$ cat src/rtl/cti_pkg.sv
package cti_pkg;
  typedef enum logic [2:0] {
    K_BR_SET  = 3'd0,
    K_BR_CLR  = 3'd1,
    K_JMP     = 3'd2,
    K_JMP_LNK = 3'd3,
    K_JREG    = 3'd4,
    K_JREG_LNK= 3'd5
  } cti_kind_e;

  typedef struct packed {
    logic        taken;
    logic [31:0] tgt;
    logic        lnk_we;
    logic        exc_align;
    logic        exc_illegal;
  } cti_res_t;
endpackage

$ cat src/rtl/cti_decode.sv
module cti_decode #(
  parameter int IDX_W    = 5,
  parameter int LINK_IDX = 9
) (
  input  logic [2:0]       kind,
  input  logic             flag_f,
  input  logic [IDX_W-1:0] rtgt_idx,
  input  logic [1:0]       rtgt_lo,
  output logic             use_reg,
  output logic             want_xfer,
  output logic             want_link,
  output logic             bad_align,
  output logic             bad_link
);
  import cti_pkg::*;
  logic is_reg;
  always_comb begin
    want_xfer = 1'b0;
    want_link = 1'b0;
    is_reg    = 1'b0;
    case (kind)
      K_BR_SET:   want_xfer = flag_f;
      K_BR_CLR:   want_xfer = ~flag_f;
      K_JMP:      want_xfer = 1'b1;
      K_JMP_LNK:  begin want_xfer = 1'b1; want_link = 1'b1; end
      K_JREG:     begin want_xfer = 1'b1; is_reg = 1'b1; end
      K_JREG_LNK: begin want_xfer = 1'b1; want_link = 1'b1; is_reg = 1'b1; end
      default:    ;
    endcase
  end
  assign use_reg   = is_reg;
  // illegal link check outranks the alignment check
  assign bad_link  = (kind == K_JREG_LNK) && (rtgt_idx == IDX_W'(LINK_IDX));
  assign bad_align = is_reg && !bad_link && (rtgt_lo != 2'b00);
endmodule

$ cat src/rtl/cti_target.sv
module cti_target #(
  parameter int XLEN   = 32,
  parameter int DISP_W = 26
) (
  input  logic [XLEN-1:0]   pc,
  input  logic [DISP_W-1:0] disp,
  input  logic [XLEN-1:0]   rtgt,
  input  logic              use_reg,
  output logic [XLEN-1:0]   tgt,
  output logic [XLEN-1:0]   ret_addr
);
  localparam int SHIFT_W = DISP_W + 2;
  logic [XLEN-1:0] disp_x;
  generate
    if (XLEN > SHIFT_W) begin : g_sext
      assign disp_x = {{(XLEN-SHIFT_W){disp[DISP_W-1]}}, disp, 2'b00};
    end else begin : g_trunc
      logic [SHIFT_W-1:0] sh;
      assign sh     = {disp, 2'b00};
      assign disp_x = sh[XLEN-1:0];
    end
  endgenerate
  assign tgt      = use_reg ? rtgt : (pc + disp_x);
  assign ret_addr = pc + XLEN'(8);
endmodule

$ cat src/rtl/cti_resolver.sv
module cti_resolver #(
  parameter int XLEN     = 32,
  parameter int DISP_W   = 26,
  parameter int IDX_W    = 5,
  parameter int LINK_IDX = 9
) (
  input  logic              clk,
  input  logic              rst_n,
  input  logic              req_vld,
  input  logic [2:0]        kind,
  input  logic [XLEN-1:0]   pc,
  input  logic [DISP_W-1:0] disp,
  input  logic [XLEN-1:0]   rtgt,
  input  logic [IDX_W-1:0]  rtgt_idx,
  input  logic              flag_f,
  output logic              res_vld,
  output logic              taken,
  output logic [XLEN-1:0]   dpc_tgt,
  output logic              dslot,
  output logic              link_we,
  output logic [IDX_W-1:0]  link_idx,
  output logic [XLEN-1:0]   link_val,
  output logic              exc_align,
  output logic              exc_illegal
);
  logic use_reg, want_xfer, want_link, bad_align, bad_link;
  logic [XLEN-1:0] tgt, ret_addr;

  cti_decode #(.IDX_W(IDX_W), .LINK_IDX(LINK_IDX)) u_dec (
    .kind(kind), .flag_f(flag_f), .rtgt_idx(rtgt_idx), .rtgt_lo(rtgt[1:0]),
    .use_reg(use_reg), .want_xfer(want_xfer), .want_link(want_link),
    .bad_align(bad_align), .bad_link(bad_link));

  cti_target #(.XLEN(XLEN), .DISP_W(DISP_W)) u_tgt (
    .pc(pc), .disp(disp), .rtgt(rtgt), .use_reg(use_reg),
    .tgt(tgt), .ret_addr(ret_addr));

  logic            go;
  logic            vld_d, tk_d, lw_d, ea_d, ei_d;
  logic [XLEN-1:0] tgt_d, lv_d;
  logic            vld_q, tk_q, lw_q, ea_q, ei_q;
  logic [XLEN-1:0] tgt_q, lv_q;

  always_comb begin
    go    = req_vld && want_xfer && !bad_align && !bad_link;
    vld_d = req_vld;
    tk_d  = go;
    tgt_d = go ? tgt : '0;
    lw_d  = go && want_link;
    lv_d  = (go && want_link) ? ret_addr : '0;
    ea_d  = req_vld && bad_align;
    ei_d  = req_vld && bad_link;
  end

  always_ff @(posedge clk or negedge rst_n) begin
    if (!rst_n) begin
      vld_q <= 1'b0; tk_q <= 1'b0; lw_q <= 1'b0; ea_q <= 1'b0; ei_q <= 1'b0;
      tgt_q <= '0;   lv_q <= '0;
    end else begin
      vld_q <= vld_d; tk_q <= tk_d; lw_q <= lw_d; ea_q <= ea_d; ei_q <= ei_d;
      tgt_q <= tgt_d; lv_q <= lv_d;
    end
  end

  assign res_vld     = vld_q;
  assign taken       = tk_q;
  assign dslot       = tk_q;
  assign dpc_tgt     = tgt_q;
  assign link_we     = lw_q;
  assign link_idx    = lw_q ? IDX_W'(LINK_IDX) : '0;
  assign link_val    = lv_q;
  assign exc_align   = ea_q;
  assign exc_illegal = ei_q;

  a_r1_one_cycle: assert property (@(posedge clk) disable iff (!rst_n)
    res_vld |-> $past(req_vld));
  a_r9_exclusive: assert property (@(posedge clk) disable iff (!rst_n)
    $onehot0({taken, exc_align, exc_illegal}));
  a_r5_no_result_no_xfer: assert property (@(posedge clk) disable iff (!rst_n)
    !res_vld |-> !(taken || link_we || exc_align || exc_illegal));
  a_r4_link_ret: assert property (@(posedge clk) disable iff (!rst_n)
    (req_vld && (kind == 3'd3)) |=> (link_we && link_val == $past(pc) + 32'd8));
  a_r8_illegal_prio: assert property (@(posedge clk) disable iff (!rst_n)
    (req_vld && kind == 3'd5 && rtgt_idx == IDX_W'(LINK_IDX)) |=> (exc_illegal && !exc_align && !link_we));
  a_r2_brset: assert property (@(posedge clk) disable iff (!rst_n)
    (req_vld && kind == 3'd0) |=> (taken == $past(flag_f)));
  a_r7_misalign: assert property (@(posedge clk) disable iff (!rst_n)
    (req_vld && kind == 3'd4 && rtgt[1:0] != 2'b00) |=> (exc_align && !taken));
endmodule

$ cat config.mk
export PLATFORM = sky130hd
export DESIGN_NAME = cti_resolver
export DESIGN_NICKNAME = d
export VERILOG_FILES = /design/src/rtl/cti_pkg.sv /design/src/rtl/cti_decode.sv /design/src/rtl/cti_target.sv /design/src/rtl/cti_resolver.sv
export SDC_FILE = /design/constraint.sdc
export NUM_CORES = 1
export LEC_CHECK = 0
export ABC_AREA = 1
export BUFFER_PORTS_ARGS = -buffer_cell sky130_fd_sc_hd__buf_2
export CAP_MARGIN = 10
export CORE_UTILIZATION = 47
export CTS_CLUSTER_SIZE = 20
export DETAILED_ROUTE_END_ITERATION = 10
export PLACE_DENSITY = 0.86
export SETUP_SLACK_MARGIN = 0.02
export SLEW_MARGIN = 30
export SYNTH_ARGS = -nofsm -noshare
export SYNTH_HDL_FRONTEND = slang
export SYNTH_SLANG_ARGS = --single-unit
$ cat constraint.sdc
create_clock -name clk -period 0.8 [get_ports clk]
set_clock_uncertainty 0.15 [all_clocks]
set_input_delay 0.12 -clock clk [delete_from_list [all_inputs] [get_ports clk]]
set_output_delay 0.12 -clock clk [all_outputs]
set_load 0.05 [all_outputs]
==> results of run 1 <==
## metal layers
layer  GRT overflow  global-route usage (%)
met1              0                    74.5
met5              0                    25.0
met2            153                     101
met3              1                    65.8
met4             87                    92.3
## cells by family after synthesis
| family | Yosys count |
|---|---|
| simple gates | 482 |
| buf+inv | 157 |
| compound gates | 72 |
| other cells | 1 |
| flops | 69 |
| xor+xnor | 24 |
| fa+ha+maj | 31 |
## stage by stage
stage / setup TNS (ns) / hold WS, ns / cell area, um^2
after floorplan: -35.67 / -0.326 / 6150
after global placement: -57.80 / -0.0186 / 7990
after detailed placement: -59.78 / -0.0199 / 7990
after CTS: -54.88 / -0.201 / 9370
## cell usage after synthesis, types with 10 or more instances
| master | n |
|---|---|
| xnor2_1 | 10 |
| nor2_1 | 136 |
| o21ai_0 | 20 |
| ha_1 | 30 |
| nand4_1 | 13 |
| dfrtp_1 | 69 |
| nand3_1 | 62 |
| inv_1 | 137 |
| nor3_1 | 13 |
| nand2_1 | 240 |
| xor2_1 | 14 |
| a21oi_1 | 42 |
## repair_timing
action	in CTS
setup endpoints to repair	140
endpoints found under the hold margin	109
pin swaps	64
hold buffers	2
gates resized for setup	268
setup buffers	16
==> flow_summary.yaml, run 1 <==
clock_network:
  numClockSinks: 69
  htree_levels: 3
  root_buffer: "clkbuf_16"
  cts_buffers: 9
  cts_buffer_depth: 2
synth:
  synth_top_family_by_area: "simple AND/OR/NAND/NOR gates"
  synthFlopType: "dfrtp_1"
  synth_xor_area_share_pct: 3.90
  yosysTopAreaCellShare_pct: 32.0
  synth.distinct_cells: 36
  yosys_register_bits: 69
  syn_inst: 836
  synth_compound_area_share_pct: 7.26
  synth_area_leaders: "dfrtp_1 (32%), nand2_1 (17%), inv_1 (9.5%)"
  yosys_warnings: 0
  synthAdderAreaFrac_pct: 7.33
  async_reset_ff_share_pct: 100
  synth-seq-area-share_pct: 32.0
  yosysTopAreaCell: "dfrtp_1"
  synthMuxAreaShare_pct: 0
  yosys.area_share.simple_pct: 37.6
  synth-edff-count: 0
  synth_area_mm2: 0.00539
  syn_area_per_cell_um2: 6.45
die:
  initial_core_util_pct: 48.9
  rows: 38
  ioPinCount: 177
  die_h_um: 109
  die-width_um: 109
grt:
  grt_max_degree: 41
  grt-ovfl-total: 241
  grt_usage_pct: 81.1
outcome:
  stop_stage: "global routing (5_1_grt)"
  status: "aborted with a tool error"
  first-error: "[ERROR GRT-0232] Routing congestion too high. Check the congestion heatmap in the GUI."
sta:
  grt_worst_setup_endpoint: "dpc_tgt[18]$_DFF_PN0_/D"
  worst_path_end_type: "register data pin"
placed_design:
  io_buffer_count: 173
  hpwl_mm: 15.3
  pre_cts_ws_ns: -1.08
  gp_congestion: 0.941
  placed_cells: 1253
==> inputs of run 2 (changes only) <==
--- a/config.mk
+++ b/config.mk
@@ -8,11 +8,9 @@
 export ABC_AREA = 1
 export BUFFER_PORTS_ARGS = -buffer_cell sky130_fd_sc_hd__buf_2
 export CAP_MARGIN = 10
-export CORE_UTILIZATION = 47
-export CTS_CLUSTER_SIZE = 20
+export CORE_UTILIZATION = 34
 export DETAILED_ROUTE_END_ITERATION = 10
-export PLACE_DENSITY = 0.86
-export SETUP_SLACK_MARGIN = 0.02
+export PLACE_DENSITY_LB_ADDON = 0.15
 export SLEW_MARGIN = 30
 export SYNTH_ARGS = -nofsm -noshare
 export SYNTH_HDL_FRONTEND = slang
==> constraint.sdc (replaced) <==
create_clock -name clk -period 1 [get_ports clk]
set_clock_uncertainty 0.15 [all_clocks]
set_input_delay 0.15 -clock clk [delete_from_list [all_inputs] [get_ports clk]]
set_output_delay 0.15 -clock clk [all_outputs]
set_load 0.05 [all_outputs]
==> flow_summary.yaml, run 2 <==
clock_network:
  tritoncts: "built"
  htree_levels: 3
  root_buffer: "clkbuf_16"
  cts_buffers: 9
  numClockSinks: 69
  clk_pin_slew_worst_paths_ns: 0.06
  cts_buffer_depth: 2
worst_setup_path:
  slowest_stage: "fa_2"
  worst-path-max-fanout: 4
  required_ns: 1.09
  crit_path_end_kind: "register"
  cp_cell_sequence: "buf_6 > ha_4 > fa_2 > buf_4 > buf_6 > nand3_2 > nand3_4 > a21oi_2 > o21ai_1 > o211ai_1 > inv_1"
  path_class: "input pin to register"
  worstPathArrival_ns: 1.66
  crit_path_end: "dpc_tgt[12]"
  setup.worst_path.start: "disp[0]"
  startpoint_type: "input pin"
  crit_path_max_incr_delay_ns: 0.35
  cp_common_cell: "buf_6"
drt:
  post_drt_wl_per_cell_um: 16.8
  final_antenna_net_count: 0
  drcViolationCount: 0
  drtPass1Iterations: 5
  vias: 6936
  routed_via_density: 4.85
  drt_iter0_drc: 382
  wirelength_mm: 24.0
grt:
  grt_max_degree: 36
  grt_usage_pct: 27.8
  grt_pass1_vias: 6664
  antenna_found_initial: 0
  grt-ovfl-total: 0
  grt_pass1_wl_mm: 34.6
placed_design:
  gp_congestion: 0.904
  io_buffer_count: 173
  placed_cells: 1325
  hpwl_mm: 15.9
synth:
  yosys_register_bits: 69
  yosysTopAreaCellShare_pct: 32.0
  synth_compound_area_share_pct: 7.26
  yosysMostFrequentCell: "nand2_1"
  synth-edff-count: 0
  yosys.area_share.simple_pct: 37.6
  yosys_warnings: 0
  synth_common_cells: "nand2_1 (240), inv_1 (137), nor2_1 (136)"
  synth_area_mm2: 0.00539
  syn_area_per_cell_um2: 6.45
  synth.distinct_cells: 36
  synthMuxAreaShare_pct: 0
  synth_xor_area_share_pct: 3.90
  synth_top_family_by_area: "simple AND/OR/NAND/NOR gates"
  synth-seq-area-share_pct: 32.0
  yosysTopAreaCell: "dfrtp_1"
  synthFlopType: "dfrtp_1"
  synth_area_leaders: "dfrtp_1 (32%), nand2_1 (17%), inv_1 (9.5%)"
  async_reset_ff_share_pct: 100
  synthAdderAreaFrac_pct: 7.33
  syn_inst: 836
sta:
  final.setup.tns_ns: -34.84
  whs_ns: -0.0740
  drv_slew: 0
  rsz0062_at_grt: "true"
  min_period_ns: 1.58
  hold_violations: 3
  setup_viol: 138
  setup_ws_ns: -0.579
  fin_crit_sh_pct: 158
  fmax_mhz: 633
cells_and_area:
  final_core_util_pct: 74.4
  antennaDiodeCount: 0
  fin_cells: 1429
  ff_latch_area_mm2: 0.00173
  layout_common_cells: "nand2_1 (136), buf_6 (133), buf_4 (132)"
  multi_input_area_mm2: 0.00493
  fin_nets: 1346
  n_fill_cell: 1109
  final_common_cell: "nand2_1"
  drive_above_1_share_pct: 58.0
  syn_to_final_growth_pct: 111
hold_path:
  hp-class: "input pin to register"
die:
  coreArea_mm2: 0.0153
  rows: 45
  die-width_um: 128
  initial_core_util_pct: 35.2
  die_h_um: 128
  dieArea_mm2: 0.0164
  ioPinCount: 177
power:
  power.total_mw: 12.1
  p_leak_nw: 5.79
  powerDensity_mw_per_mm2: 1060
  ir_worst_vdd_uv: 837
run:
  maxCapViolCount: 0
outcome:
  violations: "hold timing, setup timing"
  status: "complete, but fails checks"
## run 2: cell counts after synthesis
No cell type changed its count.
## run 2: critical path: cells and delay by family
family          cells  cell delay (ns)
buf+inv             4             0.44
simple gates        2             0.21
fa+ha+maj           2             0.51
compound gates      3             0.36
## run 2: repair_timing
action / CTS / global route
resized for setup: 434 / 201
buffers inserted: 29 / 33
gates cloned: 5 / 0
setup endpoints to repair: 138 / 139
pin swaps: 141 / 147
hold buffers: 34 / 1
endpoints found under the hold margin: 107 / 2
## run 2: power breakdown
part / switching (mW) / total (mW) / internal (mW)
Clock: 1.42 / 3.65 / 2.22
Combinational: 3.02 / 5.45 / 2.43
Sequential: 0.0804 / 3.02 / 2.94
Total: 4.52 / 12.1 / 7.60
## run 2: logic make-up after synthesis
family / count (synthesis)
flip-flops: 69
XOR/XNOR: 24
buffers and inverters: 157
other: 1
AND/OR/NAND/NOR: 482
AO/OA/AOI/OAI: 72
adder cells (fa/ha/maj): 31
## run 2: per-layer routing
metal	global-route usage, %	vias to the layer above	share of wire [%]
li1	-	3355	-
met1	34.7	3240	41
met2	49.8	278	50
met3	4.42	63	5.4
met4	6.51	0	2.9
met5	0	-	0
## run 2: worst min path at each step
stage / endpoint / slack, ns / cells after the start / startpoint
2_1_floorplan: dpc_tgt[0] / -0.30 / 0 / rst_n
3_3_place_gp: link_val[30] / 0.02 / 2 / rst_n
3_5_place_dp: link_val[30] / 0.02 / 2 / rst_n
4_1_cts: exc_illegal / -0.08 / 4 / rtgt_idx[4]
5_1_grt: exc_illegal / -0.07 / 4 / rtgt_idx[4]
6_report: exc_illegal / -0.07 / 4 / rtgt_idx[4]
## run 2: stage by stage
stage                     area (um^2)  worst slack (ns)  hold slack, ns
after floorplan                  6070            -0.688          -0.296
after global placement           8020            -0.870          0.0249
after detailed placement         8020            -0.893          0.0228
after CTS                       10500            -0.467         -0.0773
after global routing            11400            -0.651         -0.0748
final                           11400            -0.579         -0.0740
## run 2: cell type report
class                      instances  share of cell area (%)
clock buffer                       9                    1.98
multi-input combinational        612                    43.3
clock inverter                     7                   0.911
timing repair inverter             3                   0.450
tap                              211                    2.32
timing repair buffer             377                    31.0
sequential                        69                    15.2
inverter                         141                    4.91
Note: power is estimated with default switching activity, not from simulation.
